===== src/rtl/tmr_pkg.sv =====
package tmr_pkg;
  typedef enum logic [1:0] {
    SEL_ENTRY = 2'd0,
    SEL_INIT  = 2'd1,
    SEL_DIV   = 2'd2,
    SEL_NONE  = 2'd3
  } wr_sel_e;

  localparam int ENT_VEC_LSB  = 0;
  localparam int ENT_MASK_BIT = 16;
  localparam int ENT_PER_BIT  = 17;
  localparam int VEC_W        = 8;
endpackage


===== src/rtl/tmr_prescale.sv =====
module tmr_prescale #(
  parameter int SHIFT_W = 3
) (
  input  logic               clk,
  input  logic               rst_n,
  input  logic               restart,
  input  logic [SHIFT_W-1:0] shift_req,
  output logic               tick
);
  localparam int PRE_W = (1 << SHIFT_W) - 1;

  logic [PRE_W-1:0]   pre_q, pre_d;
  logic [SHIFT_W-1:0] shift_q, shift_d;
  logic [PRE_W:0]     lim_full;

  assign lim_full = ((PRE_W+1)'(1) << shift_q) - (PRE_W+1)'(1);
  assign tick     = (pre_q == lim_full[PRE_W-1:0]);

  always_comb begin
    pre_d   = pre_q + PRE_W'(1);
    shift_d = shift_q;
    if (restart || tick) begin
      pre_d   = '0;
      shift_d = shift_req;
    end
  end

  always_ff @(posedge clk or negedge rst_n) begin
    if (!rst_n) begin
      pre_q   <= '0;
      shift_q <= '0;
    end else begin
      pre_q   <= pre_d;
      shift_q <= shift_d;
    end
  end


  pre_restart_chk: assert property (@(posedge clk) disable iff (!rst_n)
    restart |=> (pre_q == '0));

  shift_hold_chk: assert property (@(posedge clk) disable iff (!rst_n)
    (!restart && !tick) |=> $stable(shift_q));
endmodule


===== src/rtl/tmr_down_core.sv =====
module tmr_down_core #(
  parameter int CNT_W = 32
) (
  input  logic             clk,
  input  logic             rst_n,
  input  logic             tick,
  input  logic             load,
  input  logic [CNT_W-1:0] load_val,
  input  logic [CNT_W-1:0] reload_val,
  input  logic             periodic,
  output logic [CNT_W-1:0] cur,
  output logic             armed,
  output logic             expire
);
  logic [CNT_W-1:0] cur_q, cur_d;
  logic             armed_q, armed_d;

  assign expire = tick && armed_q && (cur_q == '0) && !load;
  assign cur    = cur_q;
  assign armed  = armed_q;

  always_comb begin
    cur_d   = cur_q;
    armed_d = armed_q;
    if (load) begin
      cur_d   = load_val;
      armed_d = (load_val != '0);
    end else if (expire) begin
      if (periodic) cur_d = reload_val;
      else          armed_d = 1'b0;
    end else if (tick && armed_q) begin
      cur_d = cur_q - CNT_W'(1);
    end
  end

  always_ff @(posedge clk or negedge rst_n) begin
    if (!rst_n) begin
      cur_q   <= '0;
      armed_q <= 1'b0;
    end else begin
      cur_q   <= cur_d;
      armed_q <= armed_d;
    end
  end


  dec_step_chk: assert property (@(posedge clk) disable iff (!rst_n)
    (tick && !load && armed_q && cur_q != '0) |=> (cur_q == $past(cur_q) - CNT_W'(1)));

  oneshot_dead_chk: assert property (@(posedge clk) disable iff (!rst_n)
    (!armed_q && !load) |=> (!armed_q && cur_q == '0));
endmodule


===== src/rtl/irq_countdown_timer.sv =====
module irq_countdown_timer #(
  parameter int CNT_W   = 32,
  parameter int DATA_W  = 32,
  parameter int SHIFT_W = 3
) (
  input  logic                      clk,
  input  logic                      rst_n,
  input  logic                      glb_en,
  input  logic                      wr_en,
  input  logic [1:0]                wr_sel,
  input  logic [DATA_W-1:0]         wr_data,
  output logic                      irq_pulse,
  output logic [tmr_pkg::VEC_W-1:0] irq_vector,
  output logic [CNT_W-1:0]          cur_count,
  output logic [CNT_W:0]            pend_ticks
);
  import tmr_pkg::*;
  localparam int DIV_W = SHIFT_W + 1;

  logic             rst_s1, rst_sn;
  logic [VEC_W-1:0] vec_q, vec_d, out_vec_q, out_vec_d;
  logic             mask_q, mask_d, per_q, per_d, irq_q, irq_d;
  logic [DIV_W-1:0] div_q, div_d;
  logic [CNT_W-1:0] init_q, init_d, cur_w;
  logic             load, tick, armed_w, expire_w;

  always_ff @(posedge clk or negedge rst_n) begin
    if (!rst_n) begin
      rst_s1 <= 1'b0;
      rst_sn <= 1'b0;
    end else begin
      rst_s1 <= 1'b1;
      rst_sn <= rst_s1;
    end
  end

  assign load = wr_en && (wr_sel_e'(wr_sel) == SEL_INIT);

  always_comb begin
    vec_d  = vec_q;
    mask_d = mask_q;
    per_d  = per_q;
    div_d  = div_q;
    init_d = init_q;
    if (wr_en) begin
      case (wr_sel_e'(wr_sel))
        SEL_ENTRY: begin
          vec_d  = wr_data[ENT_VEC_LSB +: VEC_W];
          mask_d = wr_data[ENT_MASK_BIT];
          per_d  = wr_data[ENT_PER_BIT];
        end
        SEL_INIT: init_d = wr_data[CNT_W-1:0];
        SEL_DIV:  div_d  = wr_data[DIV_W-1:0];
        default: ;
      endcase
    end
    irq_d     = expire_w && !mask_q && glb_en;
    out_vec_d = expire_w ? vec_q : out_vec_q;
  end

  always_ff @(posedge clk or negedge rst_sn) begin
    if (!rst_sn) begin
      vec_q     <= '0;
      mask_q    <= 1'b1;
      per_q     <= 1'b0;
      div_q     <= '0;
      init_q    <= '0;
      irq_q     <= 1'b0;
      out_vec_q <= '0;
    end else begin
      vec_q     <= vec_d;
      mask_q    <= mask_d;
      per_q     <= per_d;
      div_q     <= div_d;
      init_q    <= init_d;
      irq_q     <= irq_d;
      out_vec_q <= out_vec_d;
    end
  end

  tmr_prescale #(.SHIFT_W(SHIFT_W)) u_pre (
    .clk       (clk),
    .rst_n     (rst_sn),
    .restart   (load),
    .shift_req (div_q[SHIFT_W-1:0]),
    .tick      (tick)
  );

  tmr_down_core #(.CNT_W(CNT_W)) u_core (
    .clk        (clk),
    .rst_n      (rst_sn),
    .tick       (tick),
    .load       (load),
    .load_val   (wr_data[CNT_W-1:0]),
    .reload_val (init_q),
    .periodic   (per_q),
    .cur        (cur_w),
    .armed      (armed_w),
    .expire     (expire_w)
  );

  assign irq_pulse  = irq_q;
  assign irq_vector = out_vec_q;
  assign cur_count  = cur_w;
  assign pend_ticks = (armed_w && !mask_q) ? ({1'b0, cur_w} + (CNT_W+1)'(1)) : '1;


  pulse_width_chk: assert property (@(posedge clk) disable iff (!rst_sn)
    irq_q |=> !irq_q);

  mask_gate_chk: assert property (@(posedge clk) disable iff (!rst_sn)
    irq_q |-> $past(!mask_q && glb_en));

  zero_load_chk: assert property (@(posedge clk) disable iff (!rst_sn)
    (load && wr_data[CNT_W-1:0] == '0) |=> !armed_w);
endmodule


===== config.mk =====
export PLATFORM = sky130hd
export DESIGN_NAME = irq_countdown_timer
export DESIGN_NICKNAME = d
export VERILOG_FILES = /design/src/rtl/tmr_pkg.sv /design/src/rtl/tmr_prescale.sv /design/src/rtl/tmr_down_core.sv /design/src/rtl/irq_countdown_timer.sv
export SDC_FILE = /design/constraint.sdc
export NUM_CORES = 1
export LEC_CHECK = 0
export CORE_ASPECT_RATIO = 1.1
export CORE_MARGIN = 4
export CORE_UTILIZATION = 25
export DETAILED_ROUTE_END_ITERATION = 6
export PLACE_DENSITY_LB_ADDON = 0.12
export REMOVE_ABC_BUFFERS = 1
export SLEW_MARGIN = 20
export SYNTH_ARGS = -nofsm -noshare
export SYNTH_HDL_FRONTEND = slang
export SYNTH_SLANG_ARGS = --single-unit

===== constraint.sdc =====
create_clock -name clk -period 3.65 [get_ports clk]
set_input_delay 0.5475 -clock clk [delete_from_list [all_inputs] [get_ports clk]]
set_output_delay 0.5475 -clock clk [all_outputs]
set_load 0.05 [all_outputs]

==> results of run 1 <==
## stage by stage
| stage | instance area [um2] | instances | setup TNS [ns] |
|---|---|---|---|
| floorplan | 5804 | 660 | -0.05243 |
| CTS | 8095 | 1130 | 0 |
| global route | 8110 | 1130 | 0 |
| global placement | 7712 | 1114 | 0 |
| finish | 8110 | 1130 | 0 |
| detailed placement | 7712 | 1114 | 0 |
## registers in the layout, indices dropped and copies added (netlist names)
register / count
u_core.armed: 1
irq_vector: 8
u_core.cur: 32
div_q: 3
irq_pulse: 1
u_pre.pre_q: 7
rst_s1: 1
rst_sn: 1
init_q: 32
mask_q: 1
u_pre.shift_q: 3
vec_q: 8
per_q: 1
## metal layers
metal	vias up	global-route usage (%)
met2	155	27.84
met3	18	3.171
met1	2918	22.83
li1	2749	-
met5	-	0
met4	0	4.226
## power by group
part	total, W	internal, W	switching (W)
clock network	0.00124	0.000810	0.000433
logic	0.00270	0.00101	0.00169
registers	0.00176	0.00136	0.000404
total	0.00571	0.00319	0.00252
## cells by family (layout without fill, tap and decap cells)
logic type	count (synthesis)	after routing
compound gates	138	138
other cells	1	1
flops	99	99
xor+xnor	38	38
buf+inv	58	170
simple gates	348	348
fa+ha+maj	3	3
mux	28	28
## timing repair
item / CTS / global route
setup buffers: 0 / 0
gates resized for setup: 0 / 6
endpoints found under the hold margin: 0 / 0
endpoints found under the setup margin: 0 / 6
## cell type report
class / instances / area [um2] / share of cell area, %
inverter: 5 / 18.77 / 0.2314
tap: 305 / 381.6 / 4.705
timing repair buffer: 149 / 1526 / 18.82
clock inverter: 5 / 150.1 / 1.851
multi-input combinational: 556 / 3318 / 40.91
clock buffer: 11 / 232.7 / 2.869
sequential: 99 / 2482 / 30.61
## layout by cell type (no fill, tap or decap), types with 6 or more instances in the layout
cell and n:
nand2_1 151, dfrtp_1 97, clkdlybuf4s50_1 93, nor2_1 49, nand3_1 39, buf_4 39
o21ai_0 33, xor2_1 29, mux2_2 26, a21oi_1 24, nor4_1 22, nor3_1 18
a31oi_1 14, and3_1 14, buf_12 12, or3_1 11, xnor2_1 9, clkbuf_16 9
o21ai_1 8, nand4_1 7, o211ai_1 7, o21a_1 6
## worst min path at each step
| stage | startpoint | slack [ns] | cells after the start | end |
|---|---|---|---|---|
| final | rst_s1 | 0.35 | 0 | rst_sn |
| after global routing | rst_n | 0.34 | 1 | rst_sn |
| after detailed placement | rst_s1 | 0.34 | 0 | rst_sn |
| after floorplan | rst_n | 0.25 | 0 | rst_s1 |
| after CTS | rst_n | 0.34 | 1 | rst_sn |
| after global placement | rst_s1 | 0.34 | 0 | rst_sn |
## critical path, delay by kind of cell, from the launching register on
kind / cells / cell delay (ns)
buffers and inverters: 1 / 0.79
AND/OR/NAND/NOR: 6 / 1.04
XOR/XNOR: 1 / 0.15
flip-flops: 1 / 0.52
==> metrics.txt, run 1 <==
first-pass GRT wire length 34890 um; post-DR wirelength/cell roughly 20 um; chip width between 150 and 200 um; Core Region about 24000 um2; min cycle time layout 3.397 ns; clk_lat worst skew roughly 0.35 ns; antenna violations before repair 0; combinational family with the most area after synthesis simple AND/OR/NAND/NOR gates; Leak 3.270 nW; cell mode on critical path nand2_1; Seq/Total Area, Yosys 40.95%; library cells used by synthesis 71; WL met1 10230 um; Worst IR Drop VDD between 0.2 and 0.3 mV; synth cell count leaders nand2_1, dfrtp_1, nor2_1; worst path required time 3.10 ns; critical path cell sequence and3_1, and3_1, nand2_1, nor2_1, nand2_1, xor2_1, nand2_1, clkdlybuf4s50_1; Routed Antenna Nets 0; Post-synth EDFFs 0; CTS tree built; FILL cells ~2500; Port Buffer Count 111; Final Util 34.12%; metal3 WL 1137 um; root buffer cell clkbuf_16; ANT cells 0; Synth area leader dfrtp_1; top cells by area, synth dfrtp_1, nand2_1, mux2_2; clock skew 0.01080 ns; mux cell area share after synthesis 5.167%; vias per cell between 5 and 6; Tightest Pin Transition 0.8827 ns; CP peak stage delay 0.79 ns; critical path type reg -> out; R2R Setup Slk between 0.5 and 0.6 ns; highest-delay cell along the critical path clkdlybuf4s50_1; P per Cell Area 703.8 nW/um2; final hold vios 0; most frequent cell after synthesis nand2_1; Slew headroom 41.15%; DR iter-0 viols ~490; RSZ-0062 raised after global routing no; layout cell share with drive strength beyond 1 between 10% and 20%; Die Y 171.2 um; DRT Pass-1 Iters 5; initial core utilization between 20% and 30%; # DRC 0; crit path from u_core.cur[3]; max layer used met4; number of synthesized register bits 99; vias in the first global route 5937; FFs w/ async S/R, synth 100.0%; top-area cell type share of the netlist area 40.51%; top_reg_cell synth dfrtp_1; via count 5840; WP data arrival 2.85 ns; Post-Synth XOR/XNOR Area approximately 5.5%; Die ar. around 27000 um2; Clock transition at path regs 0.07 ns; highest clock rate between 200 and 300 MHz; Mapped Avg Cell Area between 8 and 9 um2; outcome completed; cts hold-fix bufs 0; post-synthesis simple-gate area fraction 28.01%; Final WS setup 0.2530 ns; GP Congestion 0.8667; Syn-to-layout area delta 33.98%; Max FO, Critical Path 10; Setup crit end pend_ticks[15]; routed wl met2 10500 um; Critical R2R Capture u_core.cur[22]; part of the cycle the worst path needs around 93%; Worst setup SP type register; Reg2Reg Depth 7; Inserted Clock Buffers 9; yosys warns 0; WL final 22210 um; WHS 0.3520 ns; Num Clock Sinks 99; GRT Residual Overflow 0; RR Startpoint u_pre.shift_q[2]; Compound-Gate Fraction of Synth Area 15.27%; num rows 59; synthesized area 6053 um2; layout net count 861; Syn Inst Count just over 700; nature of the critical path endpoint output port; HPWL after DPL ~17000 um; final setup fails 0; GRT Total Usage about 17%; Final Slew Violations 0; H-tree depth 3; Top Ports 112; largest net degree at the start of global routing 62; adder-cell share of the synthesized area 0.6201%; Hold Crit Class reg -> reg; pre-CTS setup slack 0.5567 ns; max cap viols 0; Power Total ~0.0057 W; CTS max path bufs 2
Power figures use the tool's default switching activity.
==> run 2, diff against run 1 <==
Settings changed: CORE_MARGIN 4 to not set.
==> metrics.txt, run 2 (synthesized netlist as in run 1, its figures left out) <==
outcome completed; chip width 150.4 um (-3.8%); CTS tree built; GP Congestion 0.8382 (-3.3%); min cycle time layout 3.467 ns (+0.06996 ns); CTS max path bufs 2 (unchanged); antenna violations before repair 0 (unchanged); Worst setup SP type register; R2R Setup Slk 0.49 ns (-0.10 ns); vias per cell 5.106 (-1.2%); HPWL after DPL 16340 um (-2.7%); Top Ports 112 (unchanged); WP data arrival 2.92 ns (+0.07 ns); Final Slew Violations 0 (unchanged); root buffer cell clkbuf_16; DRT Pass-1 Iters 5 (unchanged); part of the cycle the worst path needs 94.99% (+1.9 points); Slew headroom 37.97% (-3.2 points); cts hold-fix bufs 0 (unchanged); Reg2Reg Depth 7 (unchanged); Die Y 165.2 um (-3.5%); pre-CTS setup slack 0.4878 ns (-0.06889 ns); WL final 21990 um (-1.0%); Tightest Pin Transition 0.9262 ns (+0.04352 ns); H-tree depth 3 (unchanged); layout cell share with drive strength beyond 1 13.63% (-0.19 points); Hold Crit Class in -> async; Final WS setup 0.1830 ns (-0.06996 ns); post-DR wirelength/cell 19.51 um (-0.75%); DR iter-0 viols 439 (-10%); Routed Antenna Nets 0 (unchanged); vias in the first global route 5550 (-6.5%); first-pass GRT wire length 33370 um (-4.4%); max cap viols 0 (unchanged); FILL cells 2429 (-1.9%); initial core utilization 25.55% (+0.079 points); Worst IR Drop VDD 0.3216 mV (+13%); P per Cell Area 691.7 nW/um2 (-1.7%); GRT Residual Overflow 0 (unchanged); Largest delay share family, worst path buffers and inverters; most common cell after layout, fill and taps aside nand2_1; WHS 0.3473 ns (-0.004722 ns); RSZ-0062 raised after global routing no; ANT cells 0 (unchanged); Max FO, Critical Path 8 (-2); layout net count 858 (-0.35%); final setup fails 0 (unchanged); largest net degree at the start of global routing 55 (-11%); Critical R2R Capture irq_vector[3]; clk_lat worst skew 0.36 ns (about the same); Core Region 23700 um2 (-0.31%); critical path type reg -> out; Num Clock Sinks 99 (unchanged); num rows 59 (unchanged); Port Buffer Count 111 (unchanged); clock skew 0.004705 ns (-0.006092 ns); RR Startpoint u_core.cur[22]; crit path buf inv count 1 (unchanged); highest clock rate 288.4 MHz (-2.0%); Clock transition at path regs 0.07 ns (about the same); critical path cell sequence ha_1, nand3_1, nor2_1, nand4_1, xor2_1, nand2_1, clkdlybuf4s50_1; commonest cells after routing, fill and taps aside nand2_1, dfrtp_1, clkdlybuf4s50_1, nor2_1, nand3_1; # DRC 0 (unchanged); Die ar. 24840 um2 (-7.2%); via count 5754 (-1.5%); GRT Total Usage 18.11% (+1.3 points); CP peak stage delay 0.80 ns (about the same); Leak 3.204 nW (-2.0%); Inserted Clock Buffers 9 (unchanged); highest-delay cell along the critical path clkdlybuf4s50_1; final hold vios 0 (unchanged); Syn-to-layout area delta 32.20%; worst path required time 3.10 ns (about the same); nature of the critical path endpoint output port
==> run 2: report_power, final <==
part / internal (W) / switching [W]
sequential: 0.00136 / 0.000426
clock: 0.000605 / 0.000458
combinational: 0.00101 / 0.00167
==> run 2: how the worst max path moves through the flow <==
stage                     cells past startpoint  slack [ns]              to      startpoint
after floorplan                               5       -0.05  pend_ticks[32]  u_core.cur[12]
after global placement                        8        0.49  u_core.cur[28]  u_core.cur[22]
after detailed placement                      7        0.49   irq_vector[3]  u_core.cur[22]
after CTS                                     8        0.17  pend_ticks[19]   u_core.cur[2]
after global routing                          8        0.03  pend_ticks[17]   u_core.cur[2]
final                                         7        0.18  pend_ticks[14]   u_core.cur[1]
==> run 2: stage by stage <==
step	utilization, %	total power [W]	cells	TNS (ns)	area, um2
2_1_floorplan	-	0.003367	660	-0.05243	5804
3_3_place_gp	32.35	0.004466	1111	0	7665
3_5_place_dp	32.35	0.004491	1111	0	7665
4_1_cts	33.72	0.005578	1127	0	7990
5_1_grt	33.77	0.005835	1127	0	8003
6_report	33.77	0.005536	1127	0	8003
==> run 2: cell type report <==
cell class,instances,area (um2),share of cell area [%]
multi-input cells,556,3323,41.53
repair buffers,146,1471,18.39
flip-flops and latches,99,2482,31.02
clock buffers,9,225.2,2.814
inverters,5,18.77,0.2345
clock inverters,7,100.1,1.251
well taps,305,381.6,4.769
==> run 2: timing repair <==
action | 4_1_cts | 5_1_grt
endpoints found under the hold margin | 0 | 0
endpoints found under the setup margin | 0 | 2
resized for setup | 0 | 2
setup buffers | 0 | 0
==> run 2: routing by layer <==
layer	vias up	wire, um	track usage (%)
li1	2733	-	-
met1	2795	9928	24.33
met2	198	10310	28.84
met3	28	1335	4.231
met4	0	412	5.096
met5	-	0	0
==> run 2: worst reg2reg max path: cells and delay by family (launching register included) <==
kind	cells	cell delay, ns
flops	1	0.38
simple gates	5	2.08
mux	1	0.28
buf+inv	1	0.31
